### config.mk
export PLATFORM = sky130hd
export DESIGN_NAME = seq_irq_status
export DESIGN_NICKNAME = d
export VERILOG_FILES = /design/src/rtl/seq_irq_pkg.sv /design/src/rtl/seq_flag_unit.sv /design/src/rtl/seq_status_pack.sv /design/src/rtl/seq_irq_status.sv
export SDC_FILE = /design/constraint.sdc
export NUM_CORES = 1
export LEC_CHECK = 0
export ABC_AREA = 1
export BUFFER_PORTS_ARGS = -buffer_cell sky130_fd_sc_hd__buf_4
export CORE_AREA = 2 2 39 41
export CTS_BUF_LIST = sky130_fd_sc_hd__clkbuf_8
export DETAILED_ROUTE_END_ITERATION = 6
export DIE_AREA = 0 0 41 43
export PLACE_DENSITY_LB_ADDON = 0.05
export SLEW_MARGIN = 20
export SYNTH_ARGS = -nofsm -noshare
export SYNTH_HDL_FRONTEND = slang
export SYNTH_SLANG_ARGS = --single-unit
### constraint.sdc
create_clock -name clk -period 1.7 [get_ports clk]
set_input_delay 0 -clock clk [delete_from_list [all_inputs] [get_ports clk]]
set_output_delay 0 -clock clk [all_outputs]
set_load 0.01 [all_outputs]
### src/rtl/seq_irq_pkg.sv
package seq_irq_pkg;
    localparam int NUM_SEQ  = 2;
    localparam int REG_W    = 16;
    localparam int FLAG_LSB = 0;
    localparam int BUSY_LSB = FLAG_LSB + NUM_SEQ;
    localparam int CLR_LSB  = BUSY_LSB + NUM_SEQ;
    localparam int BUF_LSB  = CLR_LSB + NUM_SEQ;
    localparam int USED_W   = BUF_LSB + NUM_SEQ;

    typedef struct packed {
        logic eos_buf;
        logic flag;
    } seq_state_t;
endpackage

### src/rtl/seq_flag_unit.sv
module seq_flag_unit
    import seq_irq_pkg::*;
(
    input  logic clk,
    input  logic rst_n,
    input  logic eos,
    input  logic mode,
    input  logic clr_req,
    input  logic seq_rst,
    output logic eos_buf,
    output logic flag
);
    seq_state_t st_d, st_q;
    logic       set_hit;

    always_comb begin
        st_d    = st_q;
        set_hit = eos && (!mode || st_q.eos_buf);
        if (!mode) begin
            st_d.eos_buf = 1'b0;
        end else if (eos) begin
            st_d.eos_buf = ~st_q.eos_buf;
        end
        if (set_hit) begin
            st_d.flag = 1'b1;
        end else if (clr_req) begin
            st_d.flag = 1'b0;
        end
    end

    always_ff @(posedge clk or negedge rst_n) begin
        if (!rst_n) begin
            st_q <= '0;
        end else begin
            st_q <= st_d;
        end
    end

    assign eos_buf = st_q.eos_buf;
    assign flag    = st_q.flag;

    assert_mode0_buf_zero_R3: assert property (@(posedge clk) disable iff (!rst_n)
        !mode |=> !eos_buf);
    assert_mode0_sets_R3: assert property (@(posedge clk) disable iff (!rst_n)
        (eos && !mode) |=> flag);
    assert_buf_toggles_R4: assert property (@(posedge clk) disable iff (!rst_n)
        (eos && mode) |=> (eos_buf != $past(eos_buf)));
    assert_mode1_set_R5: assert property (@(posedge clk) disable iff (!rst_n)
        (eos && mode && eos_buf) |=> flag);
    assert_mode1_noset_R5: assert property (@(posedge clk) disable iff (!rst_n)
        (eos && mode && !eos_buf && !flag) |=> !flag);
    assert_clear_R6: assert property (@(posedge clk) disable iff (!rst_n)
        (clr_req && !(eos && (!mode || eos_buf))) |=> !flag);
    assert_buf_survives_R7: assert property (@(posedge clk) disable iff (!rst_n)
        ((clr_req || seq_rst) && mode && !eos) |=> $stable(eos_buf));
    assert_set_wins_R9: assert property (@(posedge clk) disable iff (!rst_n)
        (clr_req && eos && (!mode || eos_buf)) |=> flag);
endmodule

### src/rtl/seq_status_pack.sv
module seq_status_pack
    import seq_irq_pkg::*;
(
    input  logic [NUM_SEQ-1:0] eos_buf,
    input  logic [NUM_SEQ-1:0] flag,
    input  logic [NUM_SEQ-1:0] busy,
    output logic [REG_W-1:0]   word
);
    always_comb begin
        word                        = '0;
        word[FLAG_LSB +: NUM_SEQ]   = flag;
        word[BUSY_LSB +: NUM_SEQ]   = busy;
        word[BUF_LSB +: NUM_SEQ]    = eos_buf;
    end
endmodule

### src/rtl/seq_irq_status.sv
module seq_irq_status
    import seq_irq_pkg::*;
(
    input  logic               clk,
    input  logic               rst_n,
    input  logic [NUM_SEQ-1:0] eos_pulse,
    input  logic [NUM_SEQ-1:0] seq_busy,
    input  logic [NUM_SEQ-1:0] irq_mode,
    input  logic [NUM_SEQ-1:0] seq_rst,
    input  logic               wr_en,
    input  logic [REG_W-1:0]   wr_data,
    output logic [REG_W-1:0]   rd_data,
    output logic [NUM_SEQ-1:0] irq
);
    logic [NUM_SEQ-1:0] clr_req;
    logic [NUM_SEQ-1:0] buf_bits;
    logic [NUM_SEQ-1:0] flag_bits;

    assign clr_req = wr_en ? wr_data[CLR_LSB +: NUM_SEQ] : '0;

    for (genvar g = 0; g < NUM_SEQ; g++) begin : g_seq
        seq_flag_unit u_unit (
            .clk     (clk),
            .rst_n   (rst_n),
            .eos     (eos_pulse[g]),
            .mode    (irq_mode[g]),
            .clr_req (clr_req[g]),
            .seq_rst (seq_rst[g]),
            .eos_buf (buf_bits[g]),
            .flag    (flag_bits[g])
        );
    end

    seq_status_pack u_pack (
        .eos_buf (buf_bits),
        .flag    (flag_bits),
        .busy    (seq_busy),
        .word    (rd_data)
    );

    assign irq = flag_bits;

    assert_ro_write_R8: assert property (@(posedge clk) disable iff (!rst_n)
        (wr_en && wr_data[CLR_LSB +: NUM_SEQ] == '0 && eos_pulse == '0)
        |=> (rd_data[FLAG_LSB +: NUM_SEQ] == $past(rd_data[FLAG_LSB +: NUM_SEQ])));
    assert_reserved_zero_R2: assert property (@(posedge clk) disable iff (!rst_n)
        wr_en |=> (rd_data[REG_W-1:USED_W] == '0));
endmodule

==> summary.md <==
| Metric | Value |
|---|---|
| Outcome | `complete, no violations` |
| Fillcell total | `165` |
| Main area contributors after synthesis | `buf_4 43%, dfrtp_1 32%, nand2_1 15%` |
| CP Cell Sequence | `buf_4` |
| Yosys warns | `0` |
| Number of global-route vias before repair | `185` |
| Final slew viol count | `0` |
| Port Buffers | `14` |
| Cell area after layout | `402 µm²` |
| Initial antenna violation count | `0` |
| Die W | `41 µm` |
| Pre-CTS setup slack | `973 ps` |
| Internal power | `roughly 300 µW` |
| First-pass GRT wire length | `772 µm` |
| Switching pwr | `between 90 and 100 µW` |
| Clock-pin slew on the worst setup and hold paths | `roughly 30 ps` |
| Nets | `about 80` |
| Pleak | `between 0.2 and 0.25 nW` |
| WP buf/inv | `1` |
| IO Count | `between 40 and 50` |
| Worst Path Required | `roughly 1700 ps` |
| Ratio of final minimum period to clock period | `approximately 45%` |
| DR WL/cell | `approximately 7.6 µm` |
| Root buffer cell | `clkbuf_8` |
| Post-route insts no fill | `69` |
| Synth cell types | `7` |
| DRT antenna net count | `0` |
| Area of the core | `approximately 1400 µm²` |
| Post-Syn Instances | `between 40 and 50` |
| Die H | `approximately 43 µm` |
| Worst path slowest cell | `dfrtp_1` |
| Synth-to-layout area growth | `26.9%` |
| Placed Area | `roughly 340 µm²` |
| CTS tree | `done` |
| Hold crit path type | `in2out` |
| Max frequency | `1320 MHz` |
| Final hold viol count | `0` |
| CP arrival | `760 ps` |
| Routed vias | `roughly 230` |
| Sum Neg Setup Slack | `0 ps` |
| Total CTS buffers | `3` |
| DRC viols | `0` |
| Yosys top cell by area | `buf_4` |
| Clock Tree Buf Depth | `2` |
| Power per standard cell area | `969 nW/µm²` |
| Die Area | `1760 µm²` |
| Fin worst setup slack | `~940 ps` |
| VDD IR max | `427 µV` |
| Clock Sinks | `4` |
| CP max stage delay | `390 ps` |
| # Max-Cap Violations | `0` |
| Seq/Total Area, Yosys | `a little under a third` |
| Layout Skew | `3.28 ps` |
| Synth Area per Inst | `about 7.4 µm²` |
| GP Congestion | `0.589` |
| Initial Utilization | `a little under a quarter` |
| Drt total wl | `~530 µm` |
| Type of origin of the critical path | `flop` |
| # diodes | `0` |
| Unrepaired setup endpoints after global routing | `no` |
| Crit end category | `primary output` |
| Synthesized flop and latch total | `4` |
| Maximum fanout along the worst path | `4` |
| # placed instances | `between 60 and 70` |
| Post-CTS resize count | `0` |
| Switch share | `a little under a quarter` |
| Global route overflow | `0` |
| Clk Latency, worst-skew pair | `roughly 220 ps` |
| Logic pwr share | `20.2%` |
| Overall Global Routing Usage | `7.56%` |
| Drt first pass iters | `4` |
| Largest net degree at the start of global routing | `5` |
| Layout cells sized above 1 | `32.1%` |
| Starting DRT DRC Count | `3` |
| Fin crit period | `about 760 ps` |
| Fin util | `29.0%` |
| Seq pwr share | `around 29%` |
| CP top delay family | `flip-flops` |
| Clock power frac | `50.8%` |
| H-tree depth | `1` |
| # setup viols final | `0` |
| Row cnt | `14` |
| WS Path Type | `reg2out` |
| Vias/cell | `~3.3` |
| Top-area cell type share of the netlist area | `42.7%` |
| Mapped Area | `317 µm²` |
## state kept, by name, summed over array words and instances (netlist names)
signal,flops
g_seq.u_unit.eos_buf,2
g_seq.u_unit.flag,2
## power groups by stage
stage                     logic (mW)  registers [mW]  clock network [mW]
final                         0.0787           0.113               0.198
after global placement        0.0751           0.113                   0
after floorplan               0.0757           0.112                   0
after CTS                     0.0794           0.113               0.208
after detailed placement      0.0755           0.114                   0
after global routing          0.0901           0.115               0.217
## kinds of logic (layout without fill, tap and decap cells)
kind of cell  after synthesis  count (layout)  share of synthesized area [%]
flops                       4               4                           31.6
other cells                 1              10                           1.18
simple gates               17              17                           21.0
buf+inv                    21              22                           46.2
## per-stage QoR
step | power, mW | hold WS [ps]
6_report | 0.389 | 0.00443
5_1_grt | 0.422 | 0.0300
4_1_cts | 0.400 | 0.119
3_5_place_dp | 0.190 | -201
3_3_place_gp | 0.188 | -200
2_1_floorplan | 0.188 | -296
## Yosys cell counts
cell	n
dfrtp_1	4
nand3_1	2
nor2_1	2
inv_1	3
conb_1	1
buf_4	18
nand2_1	13
## cells in the final DEF, fill, tap and decap left out
cell / synthesis / routed
buf_4: 18 / 14
nand2_1: 13 / 13
conb_1: 1 / 10
dfrtp_1: 4 / 4
inv_1: 3 / 3
clkbuf_8: 0 / 3
nor2_1: 2 / 2
nand3_1: 2 / 2
dlygate4sd3_1: 0 / 2
## layout make-up
| class | count | area [µm²] | area share, % |
|---|---|---|---|
| timing repair buffer | 16 | 125 | 31.2 |
| multi-input combinational | 27 | 104 | 25.9 |
| sequential | 4 | 100 | 24.9 |
| clock buffer | 3 | 41.3 | 10.3 |
| tap | 16 | 20.0 | 4.98 |
| inverter | 3 | 11.3 | 2.80 |
## routing by layer
metal	wire, µm	up-vias	share of wire (%)	global-route usage [%]
met1	198	92	38	7.49
met2	242	13	46	8.44
met4	8	0	1.5	8.67
li1	-	119	-	-
met3	75	2	14	6.28
met5	0	-	0	0
## timing repair
| item | 4_1_cts | 5_1_grt |
|---|---|---|
| setup buffers | 0 | 0 |
| hold endpoints to repair | 5 | 0 |
| hold buffers | 2 | 0 |
## worst paths after layout
path | startpoint | end | slack [ps] | cells after the start
max in group asynchronous | rst_n | g_seq[1].u_unit.eos_buf$_DFFE_PN0P_ | 1480 | 2
hold / removal | seq_busy[0] | rd_data[2] | 0.004 | 0
min in group asynchronous | rst_n | g_seq[1].u_unit.flag$_DFFE_PN0P_ | 120 | 2
hold reg to reg | g_seq[0].u_unit.flag$_DFFE_PN0P_ | g_seq[0].u_unit.flag$_DFFE_PN0P_ | 500 | 2
setup reg to reg | g_seq[1].u_unit.eos_buf$_DFFE_PN0P_ | g_seq[1].u_unit.flag$_DFFE_PN0P_ | 980 | 4
setup / recovery | g_seq[0].u_unit.eos_buf$_DFFE_PN0P_ | rd_data[6] | 940 | 1
(Power assumes the default switching activity.)
